## config.mk

```make
export PLATFORM = sky130hd
export DESIGN_NAME = sysctl_regfile
export DESIGN_NICKNAME = d
export VERILOG_FILES = /design/src/rtl/sysctl_regfile.sv
export SDC_FILE = /design/constraint.sdc
export NUM_CORES = 1
export LEC_CHECK = 0
export ABC_CLOCK_PERIOD_IN_PS = 3700
export BUFFER_PORTS_ARGS = -buffer_cell sky130_fd_sc_hd__buf_2
export CORE_MARGIN = 2
export CORE_UTILIZATION = 60
export CTS_CLUSTER_DIAMETER = 40
export DETAILED_ROUTE_END_ITERATION = 8
export PLACE_DENSITY = 0.81
export SYNTH_ARGS = -nofsm -noshare
export SYNTH_HDL_FRONTEND = slang
export SYNTH_SLANG_ARGS = --single-unit
```

## constraint.sdc

```tcl
create_clock -name clk -period 3.7 [get_ports clk]
set_input_delay 0.185 -clock clk [delete_from_list [all_inputs] [get_ports clk]]
set_output_delay 0.185 -clock clk [all_outputs]
set_load 0.005 [all_outputs]
```

## src/rtl/sysctl_regfile.sv

```systemverilog
module sysctl_regfile #(
  parameter int VARIANT = 2
) (
  input  logic        clk,
  input  logic        rst_n,
  input  logic        por_n,
  input  logic        psel,
  input  logic        penable,
  input  logic        pwrite,
  input  logic [11:0] paddr,
  input  logic [31:0] pwdata,
  output logic [31:0] prdata,
  output logic        pready,
  output logic        pslverr,
  output logic        err_pulse,
  output logic        sys_rst_req
);
  localparam bit V0  = (VARIANT == 0);
  localparam bit V1  = (VARIANT == 1);
  localparam bit V2  = (VARIANT == 2);
  localparam bit V12 = !V0;
  localparam logic [7:0] ID_REV = V0 ? 8'h0B : 8'h1B;
  localparam int RST_BIT = 9;

  logic [31:0] dbg_q, secc_q, fdiv_q, sdiv_q, cfrc_q, cause_q, mask_q, retain_q;
  logic [31:0] aux_q, pwr_q, s_sys_q, s_cpu_q, s_m0_q, s_m1_q, s_m2_q, s_m3_q;

  logic        acc, wr, rd;
  logic        hit, ro, wo, err_c;
  logic [31:0] rdat;
  logic [3:0]  id_sel;

  assign acc    = psel & penable;
  assign wr     = acc & pwrite;
  assign rd     = acc & ~pwrite;
  assign id_sel = paddr[5:2] - 4'd4;

  function automatic logic [7:0] id_byte(input logic [3:0] i);
    case (i)
      4'd0:  id_byte = 8'h04;
      4'd4:  id_byte = 8'h54;
      4'd5:  id_byte = 8'hB8;
      4'd6:  id_byte = ID_REV;
      4'd8:  id_byte = 8'h0D;
      4'd9:  id_byte = 8'hF0;
      4'd10: id_byte = 8'h05;
      4'd11: id_byte = 8'hB1;
      default: id_byte = 8'h00;
    endcase
  endfunction

  always_comb begin
    hit  = 1'b0;
    ro   = 1'b0;
    wo   = 1'b0;
    rdat = '0;
    case ({paddr[11:2], 2'b00})
      12'h000: begin hit = 1'b1; ro = 1'b1; rdat = dbg_q; end
      12'h004, 12'h008, 12'h108: begin hit = 1'b1; wo = 1'b1; end
      12'h00C: begin hit = V12; rdat = secc_q; end
      12'h010: begin hit = V12; rdat = fdiv_q; end
      12'h014: begin hit = V12; rdat = sdiv_q; end
      12'h018: begin hit = V12; rdat = cfrc_q; end
      12'h100: begin hit = 1'b1; rdat = cause_q; end
      12'h104: begin hit = 1'b1; rdat = mask_q; end
      12'h10C: begin hit = 1'b1; rdat = retain_q; end
      12'h11C: begin hit = V0 | V1; ro = V0; rdat = V1 ? aux_q : '0; end
      12'h1FC: begin hit = V2; rdat = pwr_q; end
      12'h200: begin hit = V12; rdat = s_sys_q; end
      12'h204: begin hit = V2; rdat = s_cpu_q; end
      12'h20C: begin hit = V1; rdat = s_m0_q; end
      12'h210: begin hit = V1; rdat = s_m1_q; end
      12'h214: begin hit = V12; rdat = s_m2_q; end
      12'h218: begin hit = V12; rdat = s_m3_q; end
      default: begin
        if (paddr[11:2] >= 10'h3F4) begin
          hit  = 1'b1;
          ro   = 1'b1;
          rdat = {24'h0, id_byte(id_sel)};
        end
      end
    endcase
  end

  assign err_c     = acc & (~hit | (pwrite & ro) | (~pwrite & wo));
  assign pslverr   = err_c;
  assign err_pulse = err_c;
  assign pready    = 1'b1;
  assign prdata    = (rd & ~err_c) ? rdat : '0;

  logic wen;
  assign wen = wr & hit & ~ro & ~wo;

  function automatic logic at(input logic [11:0] a, input logic [11:0] b);
    at = (a[11:2] == b[11:2]);
  endfunction

  always_ff @(posedge clk or negedge rst_n) begin
    if (!rst_n) begin
      dbg_q <= '0; secc_q <= '0; fdiv_q <= '0; sdiv_q <= '0; cfrc_q <= '0;
      cause_q <= 32'h1; mask_q <= '0; aux_q <= '0; pwr_q <= 32'h3;
      s_sys_q <= 32'h7F; s_cpu_q <= '0; s_m0_q <= '0; s_m1_q <= '0;
      s_m2_q <= '0; s_m3_q <= '0; sys_rst_req <= 1'b0;
    end else begin
      sys_rst_req <= wr && at(paddr, 12'h108) && pwdata[RST_BIT];
      if (wr && at(paddr, 12'h004)) dbg_q <= dbg_q | pwdata;
      else if (wr && at(paddr, 12'h008)) dbg_q <= dbg_q & ~pwdata;
      if (wen) begin
        if (at(paddr, 12'h00C)) secc_q  <= pwdata;
        if (at(paddr, 12'h010)) fdiv_q  <= pwdata;
        if (at(paddr, 12'h014)) sdiv_q  <= pwdata;
        if (at(paddr, 12'h018)) cfrc_q  <= pwdata;
        if (at(paddr, 12'h100)) cause_q <= pwdata;
        if (at(paddr, 12'h104)) mask_q  <= pwdata;
        if (at(paddr, 12'h11C)) aux_q   <= pwdata;
        if (at(paddr, 12'h1FC) && pwr_q[0]) pwr_q <= pwdata;
        if (at(paddr, 12'h200)) s_sys_q <= pwdata;
        if (at(paddr, 12'h204)) s_cpu_q <= pwdata;
        if (at(paddr, 12'h20C)) s_m0_q  <= pwdata;
        if (at(paddr, 12'h210)) s_m1_q  <= pwdata;
        if (at(paddr, 12'h214)) s_m2_q  <= pwdata;
        if (at(paddr, 12'h218)) s_m3_q  <= pwdata;
      end
    end
  end

  always_ff @(posedge clk or negedge por_n) begin
    if (!por_n) retain_q <= '0;
    else if (wen && at(paddr, 12'h10C)) retain_q <= pwdata;
  end
endmodule

```

==> results of run 1 <==
-- logic make-up (layout without fill, tap and decap cells) --
kind of cell | after synthesis | count (layout) | share of synthesized area (%)
simple gates | 229 | 229 | 5.266
mux | 460 | 460 | 23.57
other cells | 1 | 2 | 0.01712
compound gates | 338 | 338 | 12.11
buf+inv | 166 | 281 | 3.461
flops | 481 | 481 | 55.00
fa+ha+maj | 10 | 10 | 0.5712
-- worst paths after layout --
path,end,cells after the start
setup / recovery,prdata[0],10
hold / removal,flip-flop,3
setup reg to reg,pwr_q[20],3
hold reg to reg,s_m1_q[8],1
max in group asynchronous,pwr_q[29],3
min in group asynchronous,cfrc_q[21],2
-- synth_stat cells (4+ instances only) --
| library cell | n |
|---|---|
| dfrtp_1 | 471 |
| mux2_2 | 425 |
| nand2_1 | 103 |
| clkbuf_1 | 96 |
| a22oi_1 | 77 |
| a21oi_1 | 61 |
| a222oi_1 | 58 |
| a22o_1 | 57 |
| nor2_1 | 46 |
| buf_2 | 33 |
| mux2_1 | 22 |
| a31oi_1 | 19 |
| buf_1 | 13 |
| mux2i_1 | 13 |
| nor3_1 | 12 |
| o22ai_1 | 12 |
| buf_4 | 11 |
| nand3_1 | 11 |
| a221oi_1 | 10 |
| dfstp_2 | 10 |
| ha_1 | 10 |
| o2bb2ai_1 | 8 |
| buf_6 | 7 |
| inv_1 | 6 |
| nor4bb_1 | 6 |
| a2111oi_0 | 5 |
| a211oi_1 | 5 |
| nor2_2 | 5 |
| nor2b_1 | 5 |
| o21ai_0 | 5 |
| and2_1 | 4 |
| or4bb_1 | 4 |
-- where the power goes --
group | switching, mW | internal, mW | leakage (nW)
Combinational | 0.307 | 0.0947 | 4.30
Clock | 2.40 | 3.97 | 1.08
Sequential | 0.0100 | 5.28 | 6.68
Total | 2.72 | 9.34 | 12.1
-- registers in the layout (all words and copies together), names as in the netlist, named ones only --
| name | count |
|---|---|
| retain_q | 32 |
| cfrc_q | 32 |
| secc_q | 32 |
| s_sys_q | 32 |
| s_m2_q | 32 |
| fdiv_q | 32 |
| s_m3_q | 32 |
| s_m0_q | 32 |
| sdiv_q | 32 |
| sys_rst_req | 1 |
| cause_q | 32 |
| pwr_q | 32 |
| s_cpu_q | 32 |
| mask_q | 32 |
| s_m1_q | 32 |
-- worst register-to-register path: stages (launching register included) --
cell and delay [ps]:
dfstp_2 560, nand3_2 70, buf_4 260, mux2_2 320
-- stage by stage --
step	setup WS, ps	hold slack [ps]	instances	total power [mW]	instance area, um2
2_1_floorplan	1305	-110.6	1685	5.520	21910
3_3_place_gp	611.7	246.6	2138	5.761	23020
3_5_place_dp	608.9	252.5	2138	5.773	23020
4_1_cts	589.2	0.1515	2261	12.10	25290
5_1_grt	410.7	24.01	2261	12.36	25290
6_report	416.8	28.57	2262	12.06	25300
-- repair_timing --
action,in CTS,in global routing
hold buffers,6,0
buffers inserted,0,0
endpoints found under the hold margin,114,0
setup endpoints to repair,0,0
-- cell type report --
type                    instances  area share (%)
repair buffers                158           4.620
flip-flops and latches        481           47.63
inverters                       6         0.08903
diodes                          1        0.009892
multi-input cells            1038           36.61
clock inverters                35           1.504
well taps                     461           2.280
clock buffers                  82           7.261
-- per-layer routing --
metal,up-vias,GRT usage [%]
met1,8170,45.50
met3,285,9.585
li1,6453,-
met2,1002,54.34
met4,0,18.97
met5,-,0
==> results.md, run 1 <==
* Req. time, crit path at 3510 ps
* Max Fclk at 304.6 MHz
* Area leader, netlist: dfrtp_1
* Multi-input logic area at 9260 um2
* Register area at 12050 um2
* Number of enable flip-flop cells after synthesis at 0
* Post-synth cell types at 65
* Worst setup EP type: primary output
* Hold Vio Cnt, Final at 0
* FF-to-FF setup slack at 2370 ps
* Final WL at 65.99 mm
* CP Launch Point: paddr[2]
* Max_slew headroom at 25.94%
* Crit-path cells: buf_2 > inv_1 > ha_1 > nor4bb_4 > a211o_1 > a211o_1 > o31ai_4 > buf_4 > a31oi_1 > buf_2
* Die Wd at 195.1 um
* Fill cells at 2312
* Largest net degree at the start of global routing at 88
* Core Area at 35740 um2
* Detailed Routing Iterations Pass 1 at 6
* Unrepaired setup endpoints after global routing: false
* Max incr delay on CP at 740 ps
* Ys Warns at 0
* CP max stage cell: nor4bb_4
* Initial DRC Count at 2049
* Area grow syn2layout at 15.48%
* Die H at 195.1 um
* Port bufs at 82
* Synth top area cells: dfrtp_1 54%, mux2_2 22%, a222oi_1 2.7%
* Top Layer Used: met4
* Worst vdd ir at 0.4226 mV
* H-tree depth at 3
* Sink Count at 481
* Placer Congestion at 0.8932
* Leakage power at 12.07 nW
* Share of layout cells above drive strength 1 at 41.00%
* Buffers & Inverters on Critical Path at 4
* Clk root buf: clkbuf_16
* # DRC at 0
* Syn Inst Count at 1685
* GRT Resource Usage Total at 35.14%
* DIE AREA at 38050 um2
* Skew-Pair Late Insertion Delay at 580 ps
* Hold Path Class: in -> reg
* Min-Delay Startpoint: pwdata[20]
* Final HPWL DP at 37.21 mm
* Post-CTS sizing at 0
* Inserted Clock Buffers at 66
* Antenna viol nets, final at 0
* CP arrival at 3100 ps
* Status: complete, no violations
* Syn_area_per_cell at 13.00 um2
* PD cells at 476.8 nW/um2
* Boundary Pins at 86
* Post-synth ARST share at 100.0%
* Vias at 15910
* Vias per cell at 7.034
* Wire per inst at 29.17 um
* Initial antenna violation count at 1
* Fin util at 70.78%
* TNS Setup at 0 ps
* Fin crit period at 3283 ps
* R2R Path Start: pwr_q[0]
* Routed wire length on met3 at 6.838 mm
* Met2 wire len at 30.15 mm
* Commonest non-fill, non-tap cell in the layout: dfrtp_1
* Vias in the first global route at 16680
* First-pass GRT wire length at 100.6 mm
* Seq cells post-synth at 481
* Synth top area share at 53.80%
* Worst slew pin tran at 1111 ps
* CTS tree: yes
* Tcrit/Tclk final at 88.73%
* Top FF cell, synth: dfrtp_1
* Max Transition Viols Final at 0
* Setup Skew at 4.812 ps
* Initial core utilization at 61.29%
* Crit-path max FO at 19
* Crit start category: primary input
* Met1 wire length at 25.37 mm
* Row count at 69
* Crit path kind: in -> out
* GRT Residual Overflow at 0
* Max capacitance violation total at 0
* Most frequent cells in the layout: 471 x dfrtp_1, 425 x mux2_2, 96 x nand2_1
* Final setup fails at 0
* Final #Nets at 1811
* Cell area after synthesis at 21910 um2
* Sequential area share after synthesis at 55.00%
* Syn_nets at 1745
* Max Buffers Root-to-Sink at 3
* Clock-pin transition on the worst setup and hold timing paths at 50 ps
* Crit path max-delay family: compound AO/OA/AOI/OAI gates
Power figures use the tool's default switching activity.
==> run 2, diff against run 1 <==
- RECOVER_POWER: unset -> 100
==> run 2 against run 1 <==
Against the previous run:
- the run now ends with capacitance limit, slew limit left
- first-iteration DRC count down 5.7%
- setup slack worse by 200 ps
- register-to-register slack got worse by 630 ps
- flip-flop and latch count unchanged
- cell count hardly changed
- die area unchanged
- total power is the same
- largest cell class unchanged
==> results.md, run 2 (synthesis results as in run 1) <==
* Tcrit/Tclk final at 94.17% (+5.4 points)
* Routed wire length on met3 at 7.018 mm (+2.6%)
* Port bufs at 82 (unchanged)
* Max capacitance violation total at 3 (+3)
* GRT Resource Usage Total at 35.14% (unchanged)
* Req. time, crit path at 3510 ps (about the same)
* TNS Setup at 0 ps (unchanged)
* Boundary Pins at 86 (unchanged)
* Met2 wire len at 30.07 mm (-0.29%)
* Crit path max-delay family: buffers and inverters
* Largest net degree at the start of global routing at 88 (unchanged)
* Vias in the first global route at 16680 (unchanged)
* Vias per cell at 7.052 (+0.26%)
* Wire per inst at 29.14 um (-0.10%)
* Top Layer Used: met4
* Skew-Pair Late Insertion Delay at 580 ps (about the same)
* Initial core utilization at 61.29% (unchanged)
* Post-Place Setup Slack at 608.9 ps (unchanged)
* Placer Congestion at 0.8932 (unchanged)
* Final worst slack at 215.8 ps (-201.1 ps)
* Most used cell, CP: clkbuf_1
* Buffers & Inverters on Critical Path at 4 (unchanged)
* Cells after DPL at 2138 (unchanged)
* Post-route cell area at 25040 um2 (-1.0%)
* # DRC at 0 (unchanged)
* Final setup fails at 0 (unchanged)
* Max incr delay on CP at 940 ps (+200 ps)
* Sink Count at 481 (unchanged)
* Unrepaired setup endpoints after global routing: false
* Final WL at 65.89 mm (-0.15%)
* Worst setup EP type: primary output
* Most frequent cells in the layout: 471 x dfrtp_1, 423 x mux2_2, 99 x nand2_1
* CTS tree: yes
* Antenna viol nets, final at 0 (unchanged)
* Die Wd at 195.1 um (unchanged)
* First-pass GRT wire length at 100.6 mm (unchanged)
* Crit start category: primary input
* H-tree depth at 3 (unchanged)
* Area grow syn2layout at 14.29%
* DIE AREA at 38050 um2 (unchanged)
* Core Area at 35740 um2 (unchanged)
* Final #Nets at 1811 (unchanged)
* Detailed Routing Iterations Pass 1 at 7 (+1)
* Initial antenna violation count at 1 (unchanged)
* DP Area at 23020 um2 (unchanged)
* CP max stage cell: clkbuf_1
* Clock-pin transition on the worst setup and hold timing paths at 50 ps (about the same)
* Share of layout cells above drive strength 1 at 38.11% (-2.9 points)
* PD cells at 481.8 nW/um2 (+1.0%)
* Inserted Clock Buffers at 66 (unchanged)
* Fin crit period at 3484 ps (+201.1 ps)
* Final HPWL DP at 37.21 mm (unchanged)
* Worst vdd ir at 0.4235 mV (+0.21%)
* Crit-path cells: buf_2 > buf_4 > nor4b_1 > clkbuf_1 > a22oi_1 > o22ai_1 > nor3_1 > a31oi_1 > clkbuf_1
* Vias at 15940 (+0.21%)
* Hold Vio Cnt, Final at 0 (unchanged)
* Met1 wire length at 25.21 mm (-0.60%)
* Max_slew headroom at -79.15% (-110 points)
* Setup Skew at 7.341 ps (+2.529 ps)
* Clk root buf: clkbuf_16
* CP arrival at 3300 ps (+200 ps)
* GRT Residual Overflow at 0 (unchanged)
* Crit path kind: in -> out
* Max Transition Viols Final at 136 (+136)
* Commonest non-fill, non-tap cell in the layout: dfrtp_1
* Status: finished with violations
* Worst slew pin tran at 2687 ps (+1576 ps)
* Post-route insts no fill at 2261 (-0.044%)
* FF-to-FF setup slack at 1740 ps (-630 ps)
* Crit-path max FO at 15 (-4)
* Failing checks: capacitance limit, slew limit
* Max Buffers Root-to-Sink at 3 (unchanged)
* Post-CTS Setup Bufs at 0 (unchanged)
* Hold Path Class: in -> reg
* Die H at 195.1 um (unchanged)
* Row count at 69 (unchanged)
* Initial DRC Count at 1933 (-5.7%)
* Leakage power at 11.87 nW (-1.6%)
* Ant. Diodes at 0 (-1)
* Max Fclk at 287.0 MHz (-5.8%)
==> run 2: cell count changes in the layout (fill, tap and decap cells not counted), moves of 4 or more <==
cell	before	now
clkbuf_1	8	44
buf_2	81	49
clkbuf_2	0	22
buf_4	57	36
buf_12	13	9
==> run 2: path summary, 6_finish.rpt <==
check,startpoint,endpoint,cells after the start
max,paddr[8],prdata[16],9
min,pwdata[20],flip-flop,3
max reg2reg,pwr_q[0],pwr_q[18],3
min reg2reg,pwr_q[0],pwr_q[0],1
max in group asynchronous,rst_n,pwr_q[29],3
min in group asynchronous,rst_n,cfrc_q[21],2
==> run 2: power breakdown <==
group          total (mW)  leakage, nW  switching (mW)  internal, mW
sequential           5.29         6.68          0.0101          5.28
clock                6.37         1.08            2.41          3.97
combinational       0.398         4.11           0.305        0.0929
==> run 2: area by class of cell <==
cell class / instances / area, um2
flip-flops and latches: 481 / 12050
fillers: 2371 / 10710
multi-input cells: 1038 / 9170
clock buffers: 82 / 1837
repair buffers: 158 / 1001
well taps: 461 / 576.8
clock inverters: 35 / 380.4
inverters: 6 / 22.52
==> run 2: worst reg2reg max path: cells and delay by family, from the launching register on <==
family                 cells  cell delay, ps
buffers and inverters      1             940
muxes                      1             440
DFF                        1             380
and+or+nand+nor            1              80
==> run 2: timing repair <==
action,CTS,global route
endpoints found under the hold margin,114,0
hold buffers,6,0
resized for setup,0,0
==> run 2: per-layer routing <==
metal	GRT usage [%]	vias up
li1	-	6459
met1	45.50	8182
met2	54.34	1024
met3	9.585	279
met4	18.97	0
met5	0	-
==> run 2: metrics by stage <==
step | power (mW) | util, % | hold slack [ps]
6_report | 12.06 | 70.05 | 25.12
5_1_grt | 12.36 | 70.05 | 24.01
4_1_cts | 12.10 | 70.77 | 0.1515
3_5_place_dp | 5.773 | 64.40 | 252.5
3_3_place_gp | 5.761 | 64.40 | 246.6
2_1_floorplan | 5.520 | - | -110.6
==> run 3, diff against run 2 <==
- BUFFER_PORTS_ARGS: -buffer_cell sky130_fd_sc_hd__buf_2 -> -buffer_cell sky130_fd_sc_hd__clkbuf_2
- GPL_TIMING_DRIVEN: unset -> 0
- REMOVE_ABC_BUFFERS: unset -> 1
==> run 3 against run 2 <==
Against the previous run:
- the flow finishes with violations (capacitance limit, slew limit, setup timing)
- sequential power about the same
- total power down 3.9%
- fmax down 7.5%
- clock power down 7.4%
- critical endpoint is now retain_q[30]
==> results.md, run 3 (synthesis results as in run 1) <==
* Post-route cell area at 25130 um2 (+0.38%)
* Clk root buf: clkbuf_16
* Initial DRC Count at 2087 (+8.0%)
* Crit-path max FO at 24 (+9)
* Final WL at 67.99 mm (+3.2%)
* DIE AREA at 38050 um2 (unchanged)
* Fin crit period at 3765 ps (+281.0 ps)
* GRT Resource Usage Total at 35.98% (+0.83 points)
* Worst vdd ir at 0.3628 mV (-14%)
* Max incr delay on CP at 1120 ps (+180 ps)
* Placer Congestion at 0.8819 (-1.3%)
* Vias per cell at 7.184 (+1.9%)
* Port bufs at 82 (unchanged)
* CP max stage cell: or4b_2
* Worst setup EP type: flip-flop
* Crit path max-delay family: simple AND/OR/NAND/NOR gates
* Unrepaired setup endpoints after global routing: false
* Worst slew pin tran at 2640 ps (-47.05 ps)
* Hold Path Class: in -> reg
* Max Buffers Root-to-Sink at 3 (unchanged)
* H-tree depth at 2 (-1)
* Final setup fails at 81 (+81)
* GRT Residual Overflow at 0 (unchanged)
* Crit start category: primary input
* Initial antenna violation count at 2 (+1)
* Die Wd at 195.1 um (unchanged)
* Initial core utilization at 61.29% (unchanged)
* Min-Delay Startpoint: pwdata[0]
* Inserted Clock Buffers at 57 (-14%)
* Multi-input logic area at 9220 um2 (+0.55%)
* Crit-path cells: clkbuf_4 > or4b_2 > nor2_2 > nand2_1 > buf_16 > mux2_2
* Fill cells at 2339 (-1.3%)
* Sink Count at 481 (unchanged)
* R2R Path Start: pwr_q[0]
* Most frequent cells in the layout: 471 x dfrtp_1, 423 x mux2_2, 100 x nand2_1
* Status: finished with violations
* Area grow syn2layout at 14.72%
* CP Launch Point: paddr[9]
* Hold Vio Cnt, Final at 0 (unchanged)
* Tcrit/Tclk final at 101.8% (+7.6 points)
* CP arrival at 4250 ps (+950 ps)
* Fin Hold WS at 25.75 ps (+0.6245 ps)
* Wire per inst at 30.27 um (+3.9%)
* Row count at 69 (unchanged)
* Die H at 195.1 um (unchanged)
* Commonest non-fill, non-tap cell in the layout: dfrtp_1
* Setup Skew at 9.340 ps (+1.999 ps)
* Vias at 16140 (+1.2%)
* Clock-pin transition on the worst setup and hold timing paths at 60 ps (about the same)
* Skew-Pair Late Insertion Delay at 600 ps (+20 ps)
* Max_slew headroom at -76.01% (+3.1 points)
* Leakage power at 11.90 nW (+0.22%)
* Failing checks: capacitance limit, slew limit, setup timing
* Buffers & Inverters on Critical Path at 2 (-2)
* Max capacitance violation total at 6 (+3)
* Max Fclk at 265.6 MHz (-7.5%)
* Final HPWL DP at 40.75 mm (+9.5%)
* Final worst slack at -65.23 ps (-281.0 ps)
* Final #Nets at 1796 (-0.83%)
* First-pass GRT wire length at 102.7 mm (+2.1%)
* Share of layout cells above drive strength 1 at 39.67% (+1.6 points)
* Vias in the first global route at 16750 (+0.44%)
* CTS tree: yes
* Largest net degree at the start of global routing at 122 (+39%)
* DP Area at 23390 um2 (+1.6%)
* Detailed Routing Iterations Pass 1 at 7 (unchanged)
* Antenna viol nets, final at 0 (unchanged)
* Core Area at 35740 um2 (unchanged)
* Boundary Pins at 86 (unchanged)
* Req. time, crit path at 4190 ps (+680 ps)
* PD cells at 461.3 nW/um2 (-4.3%)
* # DRC at 0 (unchanged)
* Fin util at 70.31% (+0.27 points)
* Max Transition Viols Final at 223 (+64%)
* Register area at 12050 um2 (unchanged)
* Crit path kind: in -> reg
* FF-to-FF setup slack at 1010 ps (-730 ps)
==> run 3: cell type report <==
type | instances | area share (%)
diodes | 3 | 0.02987
clock buffers | 64 | 5.979
clock inverters | 41 | 1.996
inverters | 6 | 0.08961
multi-input cells | 1038 | 36.69
flip-flops and latches | 481 | 47.94
well taps | 461 | 2.295
repair buffers | 152 | 4.979
==> run 3: through the flow <==
stage	std cells	TNS [ps]	setup slack (ps)	power (mW)
floorplan	1525	-697640	-5217	5.464
global placement	2068	-6118880	-16180	5.721
detailed placement	2133	-116730	-1050	5.779
CTS	2241	0	15.74	11.61
global route	2244	0	15.99	11.88
finish	2246	-1536	-65.23	11.59
==> run 3: path summary, 6_finish.rpt <==
kind | cells past startpoint | end
setup / recovery | 6 | retain_q[30]
hold / removal | 2 | pwr_q[0]
setup reg to reg | 3 | pwr_q[22]
hold reg to reg | 1 | pwr_q[0]
max in group asynchronous | 5 | sdiv_q[26]
min in group asynchronous | 2 | s_sys_q[8]
==> run 3: timing repair <==
item	CTS	global route
pin swaps	1	1
buffers inserted	1	2
resized for setup	5	1
endpoints found under the setup margin	70	32
hold buffers	2	0
hold endpoints to repair	94	0
==> run 3: power breakdown <==
part           internal, mW  switching (mW)
Sequential             5.28          0.0102
Clock                  3.53            2.37
Combinational        0.0880           0.313
Total                  8.90            2.69
==> run 3: metal layers <==
layer | track usage [%] | vias up | wire (um) | share of wire [%]
met1 | 46.87 | 8256 | 25280 | 37
met4 | 17.56 | 4 | 3586 | 5.3
met3 | 10.93 | 334 | 8032 | 12
met2 | 55.25 | 1106 | 31050 | 46
li1 | - | 6435 | - | -
met5 | 0 | - | 44 | 0.065
==> run 3: worst register-to-register path: stages, from the launching register on <==
cell and delay (ps):
dfstp_2 550, nand3_1 890, clkbuf_2 700, mux2_2 430
